$ cat config.mk
export PLATFORM = sky130hd
export DESIGN_NAME = spi_reg_slave
export DESIGN_NICKNAME = d
export VERILOG_FILES = /design/src/rtl/spi_reg_slave.sv
export SDC_FILE = /design/constraint.sdc
export NUM_CORES = 1
export LEC_CHECK = 0
export ABC_AREA = 1
export BUFFER_PORTS_ARGS = -buffer_cell sky130_fd_sc_hd__buf_2
export CAP_MARGIN = 15
export CELL_PAD_IN_SITES_DETAIL_PLACEMENT = 1
export CELL_PAD_IN_SITES_GLOBAL_PLACEMENT = 2
export CORE_MARGIN = 1
export CORE_UTILIZATION = 35
export CTS_BUF_LIST = sky130_fd_sc_hd__clkbuf_4
export DETAILED_ROUTE_END_ITERATION = 10
export HOLD_SLACK_MARGIN = 0.05
export PLACE_DENSITY = 0.89
export SLEW_MARGIN = 20
export SYNTH_ARGS = -nofsm -noshare
export SYNTH_HDL_FRONTEND = slang
export SYNTH_SLANG_ARGS = --single-unit
$ cat constraint.sdc
create_clock -name clk -period 3.2 [get_ports clk]
set_input_delay 0.64 -clock clk [delete_from_list [all_inputs] [get_ports clk]]
set_output_delay 0.64 -clock clk [all_outputs]
set_load 0.05 [all_outputs]
$ cat src/rtl/spi_reg_slave.sv
module spi_reg_slave #(
  parameter int          RW_BYTES = 8,
  parameter int          RO_BYTES = 4,
  parameter logic [7:0]  RW_ADDR  = 8'h04,
  parameter logic [7:0]  RO_ADDR  = 8'h01,
  parameter int          LOAD_DLY = 4,
  parameter int          IDLE_CYC = 200_000_000
) (
  input  logic                  clk,
  input  logic                  rst_n,
  input  logic                  cs_n,
  input  logic                  sclk,
  input  logic                  mosi,
  output logic                  miso,
  input  logic [8*RO_BYTES-1:0] ro_data,
  output logic                  frame_done,
  output logic                  xfer_flag,
  output logic                  wr_coll,
  output logic                  cmd_nv
);
  localparam int IW = $clog2(IDLE_CYC + 1);
  localparam int LW = $clog2(LOAD_DLY + 1);

  typedef enum logic [1:0] {S_CMD, S_ADDR, S_DATA} phase_t;

  logic         sclk_q, bit_in;
  logic [7:0]   sr;
  logic [2:0]   bitcnt;
  phase_t       st, eff;
  logic [5:0]   cnt, cnt_m1;
  logic         rd;
  logic [7:0]   tgt;
  logic [IW-1:0] idle;
  logic [LW-1:0] ldc;
  logic [7:0]   ld_val, rd_byte;
  logic [7:0]   mem [RW_BYTES];

  wire rise    = !cs_n &&  sclk && !sclk_q;
  wire fall    = !cs_n && !sclk &&  sclk_q;
  wire tmo     = (idle >= IW'(IDLE_CYC));
  wire ld_fire = (ldc == LW'(1));
  wire busy    = (bitcnt != 3'd0) || fall;

  assign eff    = tmo ? S_CMD : st;
  assign cnt_m1 = cnt - 6'd1;
  assign miso   = sr[7];

  always_comb begin
    rd_byte = 8'h00;
    for (int i = 0; i < RO_BYTES; i++)
      if (tgt == RO_ADDR && cnt_m1 == 6'(i)) rd_byte = ro_data[i*8 +: 8];
    for (int i = 0; i < RW_BYTES; i++)
      if (tgt == RW_ADDR && cnt_m1 == 6'(i)) rd_byte = mem[i];
  end

  // serial front end
  always_ff @(posedge clk or negedge rst_n) begin
    if (!rst_n) begin
      sclk_q     <= 1'b0;
      bit_in     <= 1'b0;
      bitcnt     <= 3'd0;
      sr         <= 8'h00;
      frame_done <= 1'b0;
      xfer_flag  <= 1'b0;
      wr_coll    <= 1'b0;
    end else begin
      sclk_q     <= sclk;
      frame_done <= fall && (bitcnt == 3'd7);
      if (rise) bit_in <= mosi;
      if (cs_n) bitcnt <= 3'd0;
      else if (fall) bitcnt <= bitcnt + 3'd1;
      if (fall) sr <= {sr[6:0], bit_in};
      if (ld_fire) begin
        if (busy) wr_coll <= 1'b1;
        else begin
          sr        <= ld_val;
          wr_coll   <= 1'b0;
          xfer_flag <= 1'b0;
        end
      end
      if (frame_done) xfer_flag <= 1'b1;
    end
  end

  // protocol engine
  always_ff @(posedge clk or negedge rst_n) begin
    if (!rst_n) begin
      st     <= S_CMD;
      cnt    <= 6'd0;
      rd     <= 1'b0;
      tgt    <= 8'h00;
      cmd_nv <= 1'b0;
      idle   <= '0;
      ldc    <= '0;
      ld_val <= 8'h00;
    end else begin
      if (ldc != '0) ldc <= ldc - LW'(1);
      if (frame_done) begin
        idle <= '0;
        case (eff)
          S_CMD: begin
            st <= S_CMD;
            if (sr != 8'h00) begin
              rd     <= !sr[6];
              cmd_nv <= sr[7];
              cnt    <= sr[5:0];
              st     <= S_ADDR;
              ld_val <= 8'hCC;
              ldc    <= LW'(LOAD_DLY);
            end
          end
          S_ADDR: begin
            tgt    <= sr;
            st     <= S_DATA;
            ld_val <= 8'hBB;
            ldc    <= LW'(LOAD_DLY);
          end
          default: begin
            if (cnt == 6'd0) st <= S_CMD;
            else begin
              cnt <= cnt_m1;
              if (rd) begin
                ld_val <= rd_byte;
                ldc    <= LW'(LOAD_DLY);
              end
            end
          end
        endcase
      end else if (!tmo) begin
        idle <= idle + IW'(1);
      end
    end
  end

  // writable object
  always_ff @(posedge clk or negedge rst_n) begin
    if (!rst_n) begin
      for (int i = 0; i < RW_BYTES; i++) mem[i] <= 8'h00;
    end else if (frame_done && eff == S_DATA && cnt != 6'd0 && !rd && tgt == RW_ADDR) begin
      for (int i = 0; i < RW_BYTES; i++)
        if (cnt_m1 == 6'(i)) mem[i] <= sr;
    end
  end


  zero_cmd_stays_chk: assert property (@(posedge clk) disable iff (!rst_n)
    (frame_done && eff == S_CMD && sr == 8'h00) |=> (st == S_CMD && ldc == '0));

  addr_to_data_chk: assert property (@(posedge clk) disable iff (!rst_n)
    (frame_done && eff == S_ADDR) |=> (st == S_DATA && ld_val == 8'hBB));

  zero_count_exit_chk: assert property (@(posedge clk) disable iff (!rst_n)
    (frame_done && eff == S_DATA && cnt == 6'd0) |=> st == S_CMD);

  coll_flag_chk: assert property (@(posedge clk) disable iff (!rst_n)
    (ld_fire && busy) |=> wr_coll);

  coll_keep_sr_chk: assert property (@(posedge clk) disable iff (!rst_n)
    (ld_fire && bitcnt != 3'd0 && !fall) |=> $stable(sr));

  clean_load_chk: assert property (@(posedge clk) disable iff (!rst_n)
    (ld_fire && !busy && !frame_done) |=> (!wr_coll && !xfer_flag && sr == $past(ld_val)));

  done_pulse_chk: assert property (@(posedge clk) disable iff (!rst_n)
    frame_done |=> !frame_done);
endmodule

# After elaboration in Yosys (flattened, before gate mapping)
# Cells that the tools add are included.
# totals
reg_bits	137
elab_cells	139
# op_classes
n_addsub	4
n_lt_le_gt_ge	1
n_eq_ne	18
mux	40
bitwise	1
reduce_logical	52
# ops
operator	n
2-to-1 mux 8 bit	18
2-to-1 mux 28 bit	2
adder 28 x 1 -> 28 bit (second input constant)	1
greater-or-equal comparator 28 bit (second input constant)	1
equality test 6 x 3 -> 1 bit (second input constant)	4
AND reduction 2 bit	11
logical AND 1 bit	21
2-to-1 mux 3 bit	7
one-hot mux 8 bit (2 select lines)	1
equality test 6 x 2 -> 1 bit (second input constant)	2
zero test 6 bit	2
2-to-1 mux 6 bit	2
one-hot mux 6 bit (2 select lines)	1
nonzero test 3 bit	4
equality test 8 x 1 -> 1 bit (second input constant)	1
equality test 8 x 3 -> 1 bit (second input constant)	1
AND reduction 4 bit	2
nonzero test 8 bit	1
equality test 6 x 1 -> 1 bit (second input constant)	1
!= test 2 bit (second input constant)	3
one-hot mux 3 bit (2 select lines)	1
nonzero test 6 bit	1
subtractor 6 x 1 -> 6 bit (second input constant)	1
zero test 1 bit	5
other kinds (16)	22

# Logic depth before layout (Yosys ltp)
# Gate-level depths: netlist of the first run.
# logic_depth
ltp_word	18
depth_mapped	25
mapped_depth_nobuf	25

# Worst setup path before layout of the first run
# OpenSTA, ideal clock, no wires.
# synth_path
path_type	flip-flop to flip-flop
start	register cnt[0]
end	register ld_val[7]
arrival_ns	2.409
required_time_ns	3.078
slack_ns	0.668
path_stages_with_launch	20
synth_period_minus_slack_ns	2.532
cell_sequence	dfrtp_1 > inv_1 > ha_1 > xnor2_1 > nand3_1 > nor2_2 > nand2_2 > nor2_4 > inv_2 > or2_2 > nand2_1 > nand2_1 > nand2_1 > nand2_1 > nand2_1 > nand2_1 > nand2_1 > nand2_1 > nand2_1 > a21oi_1
# synth_via
elab_chain_len	18
elab_cells_between_ends	39
classes_between	add/sub (1); eq/ne (8); mux (15); reduce/logical (15)
# synth_rtl
element	line	rtl
from (decl)	30	logic [5:0] cnt, cnt_m1;
from (signal assigned)	106	cnt <= sr[5:0];
from (signal assigned)	121	cnt <= cnt_m1;
subtractor 6 x 1 -> 6 bit	45	assign cnt_m1 = cnt - 6'd1;
zero test 6 bit	51, 53	
logical AND 1 bit	51	if (tgt == RO_ADDR && cnt_m1 == 6'(i)) rd_byte = ro_data[i*8 +: 8];
2-to-1 mux 8 bit (4 in series)	51	
2-to-1 mux 8 bit (8 in series)	53	if (tgt == RW_ADDR && cnt_m1 == 6'(i)) rd_byte = mem[i];
2-to-1 mux 8 bit	122	if (rd) begin
2-to-1 mux 8 bit	119	if (cnt == 6'd0) st <= S_CMD;
one-hot mux 8 bit (2 select lines)	100	case (eff)
to (signal assigned)	123	ld_val <= rd_byte;
to (decl)	35	logic [7:0] ld_val, rd_byte;
# Parallel ways exist; a longest one is shown, timed or not. The select of a mux whose other input is x is not followed.
# A chain may end at the register's enable or synchronous reset.

# Final worst setup path of the first run
# layout_path
start	register cnt[1]
end	register ld_val[3]
# Same word-level chain as after synthesis.

==> flow_results.xml, run 1 <==
<?xml version="1.0" encoding="UTF-8"?>
<metrics>
  <group name="clock_tree">
    <metric name="clock_tree.htree_level_count" unit="">4</metric>
    <metric name="insertion_delay" unit="ns">0.57</metric>
    <metric name="cts_buffer_depth" unit="">2</metric>
    <metric name="cts.clk_slew.worst_paths" unit="ns">0.13</metric>
    <metric name="tritoncts" unit="">built</metric>
    <metric name="number_of_cts_inserted_buffers" unit="">17</metric>
    <metric name="numClockSinks" unit="">137</metric>
    <metric name="cts-root-buf" unit="">sky130_fd_sc_hd__clkbuf_4</metric>
  </group>
  <group name="finish">
    <metric name="area.sequential" unit="sq mm">0.003428</metric>
    <metric name="area_delta_synth_final" unit="%">14.44</metric>
    <metric name="multiInputGateArea" unit="sq mm">0.003337</metric>
    <metric name="final_core_utilization" unit="">0.4101</metric>
    <metric name="drive_above_1_share" unit="">0.1349</metric>
    <metric name="fill_cells" unit="">2577</metric>
    <metric name="num-nets-final" unit="">1097</metric>
  </group>
  <group name="sta">
    <metric name="max-slew-margin-rel" unit="">0.4645</metric>
    <metric name="clock-skew-final" unit="ns">0.02479</metric>
    <metric name="finalHoldViolations" unit="">0</metric>
    <metric name="setup_slack" unit="ns">0.3091</metric>
    <metric name="timing.final.max_slew_violations" unit="">0</metric>
    <metric name="fin_crit_sh" unit="">0.9034</metric>
    <metric name="max_slew.worst_pin.slew" unit="ns">0.8033</metric>
    <metric name="fin_hold_ws" unit="ns">0.2116</metric>
    <metric name="layout_min_cycle_time" unit="ns">2.891</metric>
    <metric name="finalSetupTns" unit="ns">0</metric>
    <metric name="fmax" unit="MHz">345.9</metric>
    <metric name="finalSetupViolations" unit="">0</metric>
  </group>
  <group name="power_and_ir_drop">
    <metric name="power_density" unit="mW/mm^2">484.5</metric>
    <metric name="leakage" unit="nW">4.034</metric>
    <metric name="fin_total_pwr" unit="mW">4.046</metric>
    <metric name="irDropWorstVdd" unit="mV">0.3244</metric>
  </group>
  <group name="synth">
    <metric name="syn_nets" unit="">1026</metric>
    <metric name="synthesis.area_per_instance" unit="sq um">7.476</metric>
    <metric name="synth_top_cells_by_area" unit="">sky130_fd_sc_hd__dfrtp_1 (47%), sky130_fd_sc_hd__nand2_1 (14%), sky130_fd_sc_hd__o21ai_0 (8.7%)</metric>
    <metric name="synth_top_cell_by_area" unit="">sky130_fd_sc_hd__dfrtp_1</metric>
    <metric name="netlist_instances" unit="">976</metric>
    <metric name="postSynthRegisterBits" unit="">137</metric>
    <metric name="syn_warnings" unit="">0</metric>
    <metric name="synthDistinctLibCells" unit="">37</metric>
    <metric name="yosysSeqAreaShare" unit="">0.4698</metric>
    <metric name="yosys.area.top_type_share" unit="">0.4698</metric>
    <metric name="mappedNetlistArea" unit="sq mm">0.007297</metric>
  </group>
  <group name="global_routing">
    <metric name="grt_first_pass_wirelength" unit="mm">35.43</metric>
    <metric name="globalRouteTotalUtil" unit="">0.2095</metric>
    <metric name="antenna_found_initial" unit="">1</metric>
    <metric name="grt_max_degree" unit="">66</metric>
    <metric name="overflow" unit="">0</metric>
    <metric name="vias_in_the_first_global_route" unit="">6893</metric>
  </group>
  <group name="setup_path">
    <metric name="end_kind" unit="">register</metric>
    <metric name="internal_reg_to_reg_setup_slack" unit="ns">0.31</metric>
    <metric name="critical-path-top-cell-by-count" unit="">sky130_fd_sc_hd__nand2_1</metric>
    <metric name="critical-path-slowest-cell" unit="">sky130_fd_sc_hd__dfrtp_1</metric>
    <metric name="timing.critical_path.max_delay_family" unit="">simple AND/OR/NAND/NOR gates</metric>
    <metric name="timing.critical_path.required" unit="ns">3.65</metric>
    <metric name="cp-start-kind" unit="">register</metric>
    <metric name="timing.rr.end" unit="">ld_val[3]$_DFFE_PN0P_</metric>
    <metric name="critPathMaxFanout" unit="">15</metric>
    <metric name="length_in_cells_of_the_worst_reg_to_reg_path" unit="">24</metric>
    <metric name="startpoint_of_the_worst_register_to_register_path" unit="">cnt[1]$_DFFE_PN0P_</metric>
    <metric name="crit_path_max_incr_delay" unit="ns">0.43</metric>
    <metric name="chain_of_cells_forming_the_critical_path" unit="">inv_1 &gt; ha_2 &gt; nand3_1 &gt; nand2_1 &gt; inv_1 &gt; nand2_4 &gt; clkinvlp_4 &gt; nand3_1 &gt; buf_6 &gt; inv_1 &gt; a21oi_1 &gt; o21ai_0 &gt; nand2_1 &gt; nand2_1 &gt; nand2_1 &gt; nand2_1 &gt; nand2_1 &gt; nand2_1 &gt; nand2_1 &gt; nand2_1 &gt; nand2_1 &gt; nand2_1 &gt; nand2_1 &gt; a21oi_1</metric>
    <metric name="critical_path_arrival" unit="ns">3.35</metric>
    <metric name="critical_path_buf_inv_count" unit="">5</metric>
    <metric name="critPathKind" unit="">register to register</metric>
  </group>
  <group name="place">
    <metric name="placer_congestion_estimate" unit="">0.7839</metric>
    <metric name="post-place-ws" unit="ns">0.1223</metric>
    <metric name="dp_hpwl" unit="mm">15.53</metric>
    <metric name="portBuffers" unit="">41</metric>
  </group>
  <group name="detailed_routing">
    <metric name="via_count" unit="">6638</metric>
    <metric name="detailedRoute.firstIterationViolations" unit="">330</metric>
    <metric name="routed_wirelength" unit="mm">21.29</metric>
    <metric name="viasPerCell" unit="">4.987</metric>
    <metric name="first_pass_iters" unit="">4</metric>
    <metric name="detail_route.wl_per_cell" unit="microns">16.00</metric>
    <metric name="route.detailed.drc" unit="">0</metric>
    <metric name="antenna_violating_nets_post_route" unit="">0</metric>
  </group>
  <group name="floorplanning">
    <metric name="die-width" unit="microns">146.4</metric>
    <metric name="initial_core_util" unit="">0.3583</metric>
    <metric name="ioPinCount" unit="">42</metric>
    <metric name="placement_rows" unit="">52</metric>
    <metric name="core_region_area" unit="sq mm">0.02036</metric>
    <metric name="floorplan.die_area" unit="sq mm">0.02143</metric>
    <metric name="fp.dieH" unit="microns">146.4</metric>
  </group>
  <group name="run_status">
    <metric name="status" unit="">complete, no violations</metric>
  </group>
  <group name="job">
    <metric name="drv.max_cap_violation_count" unit="">0</metric>
  </group>
  <group name="min_path">
    <metric name="timing.hold.worst.class" unit="">input port to register</metric>
    <metric name="min-delay-start" unit="">sclk</metric>
    <metric name="hold_end" unit="">sclk_q$_DFF_PN0_</metric>
    <metric name="worst_hold_path.num_cells" unit="">1</metric>
  </group>
</metrics>
worst max path at each step:
stage	startpoint	end	slack, ns	cells past startpoint
2_1_floorplan	cnt[0]$_DFFE_PN0P_	ld_val[7]$_DFFE_PN0P_	0.67	19
3_3_place_gp	cnt[1]$_DFFE_PN0P_	ld_val[3]$_DFFE_PN0P_	0.20	19
3_5_place_dp	cnt[1]$_DFFE_PN0P_	ld_val[3]$_DFFE_PN0P_	0.12	19
4_1_cts	cnt[1]$_DFFE_PN0P_	ld_val[3]$_DFFE_PN0P_	0.09	19
5_1_grt	cnt[0]$_DFFE_PN0P_	ld_val[3]$_DFFE_PN0P_	-0.04	22
6_report	cnt[1]$_DFFE_PN0P_	ld_val[3]$_DFFE_PN0P_	0.31	24
timing repair:
action / 4_1_cts / 5_1_grt
buffers inserted: 0 / 4
resized for setup: 0 / 8
hold buffers: 1 / 0
endpoints found under the hold margin: 10 / 0
endpoints found under the setup margin: 0 / 8
where the power goes:
group | internal (mW) | total, mW | switching, mW
registers | 1.87 | 2.02 | 0.153
clock network | 0.540 | 1.22 | 0.681
logic | 0.207 | 0.800 | 0.593
logic make-up (layout without fill, tap and decap cells):
kind of cell	after synthesis	count (layout)	synth area share
flops	137	137	0.4698
mux	1	1	0.001543
buf+inv	144	228	0.07562
compound gates	201	201	0.1444
xor+xnor	4	4	0.004802
simple gates	476	476	0.2816
fa+ha+maj	13	13	0.02229
other cells	0	1	0
cell usage after synthesis (all sizes together):
cell,number
nand2,272
dfrtp,137
o21ai,132
inv,118
nor2,98
a21oi,51
nand3,33
nor3,26
nand4,22
clkbuf,21
or2,15
ha,13
a211oi,6
nor4,6
buf,5
o211ai,4
nand3b,3
xor2,3
a221oi,2
o21a,2
a2111oi,1
a31oi,1
mux2,1
nor3b,1
o22ai,1
o311ai,1
xnor2,1
placed cells by master, fill, tap and decap left out, drive strengths merged, types with 2 or more instances in the layout:
cell type and count:
nand3 33, xor2 3, dfrtp 137, a211oi 6, nand3b 3, buf 77
or2 15, inv 118, clkinvlp 3, ha 13, nor4 6, o211ai 4
o21ai 132, bufinv 3, nand2 272, nor3 26, a21oi 51, nand4 22
nor2 98, clkbuf 18, clkinv 8, o21a 2, a221oi 2
layout make-up:
type | count | share of cell area
multi-input cells | 695 | 0.3996
well taps | 270 | 0.04046
diodes | 1 | 0.0002997
clock buffers | 18 | 0.01618
flip-flops and latches | 137 | 0.4105
inverters | 118 | 0.05349
repair buffers | 78 | 0.06083
clock inverters | 14 | 0.01858
through the flow:
stage,area (sq um),std cells
final,8351,1331
after CTS,8290,1326
after detailed placement,7990,1293
after global routing,8351,1331
after floorplan,7297,976
after global placement,7990,1293
layer usage:
| layer | track usage | share of wire | vias to the layer above |
|---|---|---|---|
| met5 | 0 | 0 | - |
| met4 | 0.05677 | 0.014 | 0 |
| met3 | 0.03469 | 0.022 | 25 |
| met2 | 0.3593 | 0.49 | 59 |
| met1 | 0.2725 | 0.47 | 3250 |
| li1 | - | - | 3304 |
registers in the layout (all words and copies together) (netlist names), 2 cells and up:
register	cells
st	2
bitcnt	3
sr	8
tgt	8
idle	28
cnt	6
mem	64
ldc	3
ld_val	8
Power figures use the tool's default switching activity.
==> run 2, diff against run 1 <==
==> constraint.sdc (replaced) <==
create_clock -name clk -period 3.2 [get_ports clk]
set_input_delay 0.32 -clock clk [delete_from_list [all_inputs] [get_ports clk]]
set_output_delay 0.32 -clock clk [all_outputs]
set_load 0.05 [all_outputs]
==> run 2 against run 1 <==
  * Clock power shrank 3%
  * Total power shrank 0.77%
  * Via count grew 0.92%
  * Sequential cell count is the same
  * Clock skew grew 0.0052 ns
  * Sequential share of layout area shrank 0.30 points
==> flow_results.xml, run 2 (synthesis gave the netlist of run 1 again) <==
<?xml version="1.0" encoding="UTF-8"?>
<metrics>
  <group name="global_routing">
    <metric name="antenna_found_initial" unit="">1</metric>
    <metric name="grt_first_pass_wirelength" unit="mm">36.05</metric>
    <metric name="vias_in_the_first_global_route" unit="">7129</metric>
    <metric name="overflow" unit="">0</metric>
    <metric name="grt_max_degree" unit="">71</metric>
    <metric name="globalRouteTotalUtil" unit="">0.2133</metric>
  </group>
  <group name="clock_tree">
    <metric name="cts-root-buf" unit="">sky130_fd_sc_hd__clkbuf_4</metric>
    <metric name="insertion_delay" unit="ns">0.57</metric>
    <metric name="cts_buffer_depth" unit="">2</metric>
    <metric name="tritoncts" unit="">built</metric>
    <metric name="numClockSinks" unit="">137</metric>
    <metric name="number_of_cts_inserted_buffers" unit="">17</metric>
    <metric name="cts.clk_slew.worst_paths" unit="ns">0.15</metric>
    <metric name="clock_tree.htree_level_count" unit="">4</metric>
  </group>
  <group name="setup_path">
    <metric name="critical_path_arrival" unit="ns">3.40</metric>
    <metric name="end_kind" unit="">register</metric>
    <metric name="worst_setup_path_startpoint" unit="">cnt[1]$_DFFE_PN0P_</metric>
    <metric name="timing.critical_path.required" unit="ns">3.66</metric>
    <metric name="startpoint_of_the_worst_register_to_register_path" unit="">cnt[1]$_DFFE_PN0P_</metric>
    <metric name="critical-path-top-cell-by-count" unit="">sky130_fd_sc_hd__nand2_1</metric>
    <metric name="crit_path_max_incr_delay" unit="ns">0.45</metric>
    <metric name="internal_reg_to_reg_setup_slack" unit="ns">0.26</metric>
    <metric name="critPathMaxFanout" unit="">10</metric>
    <metric name="timing.rr.end" unit="">ld_val[7]$_DFFE_PN0P_</metric>
    <metric name="critical-path-slowest-cell" unit="">sky130_fd_sc_hd__dfrtp_1</metric>
    <metric name="length_in_cells_of_the_worst_reg_to_reg_path" unit="">23</metric>
    <metric name="setup.worst_path.end" unit="">ld_val[7]$_DFFE_PN0P_</metric>
    <metric name="cp-start-kind" unit="">register</metric>
    <metric name="critPathKind" unit="">register to register</metric>
    <metric name="chain_of_cells_forming_the_critical_path" unit="">inv_1 &gt; ha_2 &gt; nand2_1 &gt; nand2_1 &gt; nand2_1 &gt; inv_1 &gt; nand2_2 &gt; inv_2 &gt; buf_4 &gt; nand2_2 &gt; nor2_4 &gt; inv_2 &gt; or2_2 &gt; nand2_1 &gt; nand2_1 &gt; nand2_1 &gt; nand2_1 &gt; nand2_1 &gt; nand2_1 &gt; nand2_1 &gt; nand2_1 &gt; nand2_1 &gt; a21oi_1</metric>
  </group>
  <group name="detailed_routing">
    <metric name="via_count" unit="">6699</metric>
    <metric name="antenna_violating_nets_post_route" unit="">0</metric>
    <metric name="dr_wl_met3" unit="microns">587</metric>
    <metric name="top_layer_reached_by_signal_wires" unit="">met4</metric>
    <metric name="viasPerCell" unit="">4.999</metric>
    <metric name="first_pass_iters" unit="">5</metric>
    <metric name="detailedRoute.firstIterationViolations" unit="">287</metric>
    <metric name="route.detailed.drc" unit="">0</metric>
    <metric name="routed_wirelength" unit="mm">21.52</metric>
    <metric name="wl_met2" unit="mm">10.56</metric>
    <metric name="met1Wirelength" unit="mm">9.903</metric>
    <metric name="detail_route.wl_per_cell" unit="microns">16.06</metric>
  </group>
  <group name="finish">
    <metric name="area_delta_synth_final" unit="%">15.28</metric>
    <metric name="post_layout_inst_area" unit="sq mm">0.008412</metric>
    <metric name="number_of_flip_flops_under_the_largest_register_name" unit="">64</metric>
    <metric name="layout.cells.most_common_list" unit="">sky130_fd_sc_hd__nand2_1 (270), sky130_fd_sc_hd__dfrtp_1 (137), sky130_fd_sc_hd__o21ai_0 (127), sky130_fd_sc_hd__inv_1 (114), sky130_fd_sc_hd__nor2_1 (90)</metric>
    <metric name="drive_above_1_share" unit="">0.1394</metric>
    <metric name="num-nets-final" unit="">1106</metric>
    <metric name="layout.cells.most_common" unit="">sky130_fd_sc_hd__nand2_1</metric>
    <metric name="fill_cells" unit="">2573</metric>
    <metric name="biggestRegsByFlops" unit="">mem: 64 flops, idle: 28 flops</metric>
    <metric name="max_flop_register" unit="">mem</metric>
  </group>
  <group name="place">
    <metric name="placedInstanceArea" unit="sq mm">0.008005</metric>
    <metric name="portBuffers" unit="">41</metric>
    <metric name="placer_congestion_estimate" unit="">0.7825</metric>
    <metric name="dp_hpwl" unit="mm">15.46</metric>
  </group>
  <group name="power_and_ir_drop">
    <metric name="fin_total_pwr" unit="mW">4.015</metric>
    <metric name="irDropWorstVdd" unit="mV">0.2261</metric>
    <metric name="leakage" unit="nW">4.076</metric>
    <metric name="power_density" unit="mW/mm^2">477.3</metric>
  </group>
  <group name="floorplanning">
    <metric name="initial_core_util" unit="">0.3583</metric>
    <metric name="fp.dieH" unit="microns">146.4</metric>
    <metric name="floorplan.die_area" unit="sq mm">0.02143</metric>
    <metric name="ioPinCount" unit="">42</metric>
    <metric name="die-width" unit="microns">146.4</metric>
    <metric name="core_region_area" unit="sq mm">0.02036</metric>
    <metric name="placement_rows" unit="">52</metric>
  </group>
  <group name="sta">
    <metric name="finalHoldViolations" unit="">0</metric>
    <metric name="max_slew.worst_pin.slew" unit="ns">0.7884</metric>
    <metric name="fmax" unit="MHz">339.9</metric>
    <metric name="finalSetupViolations" unit="">0</metric>
    <metric name="fin_crit_sh" unit="">0.9195</metric>
    <metric name="layout_min_cycle_time" unit="ns">2.942</metric>
    <metric name="max-slew-margin-rel" unit="">0.4744</metric>
    <metric name="timing.final.max_slew_violations" unit="">0</metric>
    <metric name="clock-skew-final" unit="ns">0.03002</metric>
  </group>
  <group name="min_path">
    <metric name="timing.hold.worst.class" unit="">input port to asynchronous set/reset pin</metric>
  </group>
  <group name="job">
    <metric name="drv.max_cap_violation_count" unit="">0</metric>
  </group>
  <group name="run_status">
    <metric name="status" unit="">complete, no violations</metric>
  </group>
</metrics>
==> run 2: worst min-delay path by stage <==
stage,from,endpoint,slack [ns],cells past startpoint
2_1_floorplan,rst_n,bit_in$_DFFE_PN0P_,0.02,0
3_3_place_gp,rst_n,idle[10]$_DFFE_PN0P_,0.39,1
3_5_place_dp,rst_n,idle[9]$_DFFE_PN0P_,0.39,1
4_1_cts,rst_n,idle[12]$_DFFE_PN0P_,0.32,2
5_1_grt,rst_n,idle[10]$_DFFE_PN0P_,0.33,2
6_report,rst_n,idle[10]$_DFFE_PN0P_,0.29,2
==> run 2: repair_timing <==
action / CTS / global route
hold buffers: 4 / 0
hold endpoints to repair: 71 / 0
pin swaps: 0 / 2
gates resized for setup: 1 / 5
setup buffers: 0 / 8
endpoints found under the setup margin: 1 / 8
==> run 2: final cells by class <==
type | instances | area (sq um) | area share
inverters | 118 | 442.9 | 0.05266
clock buffers | 18 | 135.1 | 0.01606
well taps | 270 | 337.8 | 0.04016
repair buffers | 87 | 579.3 | 0.06887
clock inverters | 14 | 148.9 | 0.01770
multi-input cells | 695 | 3337 | 0.3967
flip-flops and latches | 137 | 3428 | 0.4076
diodes | 1 | 2.502 | 0.0002975
==> run 2: stage by stage <==
step                      setup TNS, ns  hold WS, ns  cells  utilization  setup WS [ns]
after floorplan                       0      0.02441    976            -         0.6684
after global placement                0       0.3862   1295       0.3931         0.1261
after detailed placement       -0.01231       0.3947   1295       0.3931       -0.01231
after CTS                             0       0.3165   1331       0.4093        0.05527
after global routing           -0.02016       0.3344   1340       0.4131       -0.01881
final                                 0       0.2937   1340       0.4131         0.2575
==> run 2: layer usage <==
metal,up-vias,global-route usage
li1,3328,-
met1,3264,0.2685
met2,82,0.3693
met3,25,0.03313
met4,0,0.07760
met5,-,0
==> run 2: where the power goes <==
part           internal [mW]  total (mW)  leakage, nW  switching, mW
registers               1.87        2.03         1.82          0.154
logic                  0.209       0.805         2.11          0.596
clock network          0.477        1.18        0.148          0.707
==> run 2: worst max-delay path, delay by kind of cell, from the launching register on <==
family                   cells  cell delay [ns]
flip-flops                   1             0.45
AO/OA/AOI/OAI                1             0.07
adder cells (fa/ha/maj)      1             0.24
AND/OR/NAND/NOR             16             1.50
buffers and inverters        5             0.61
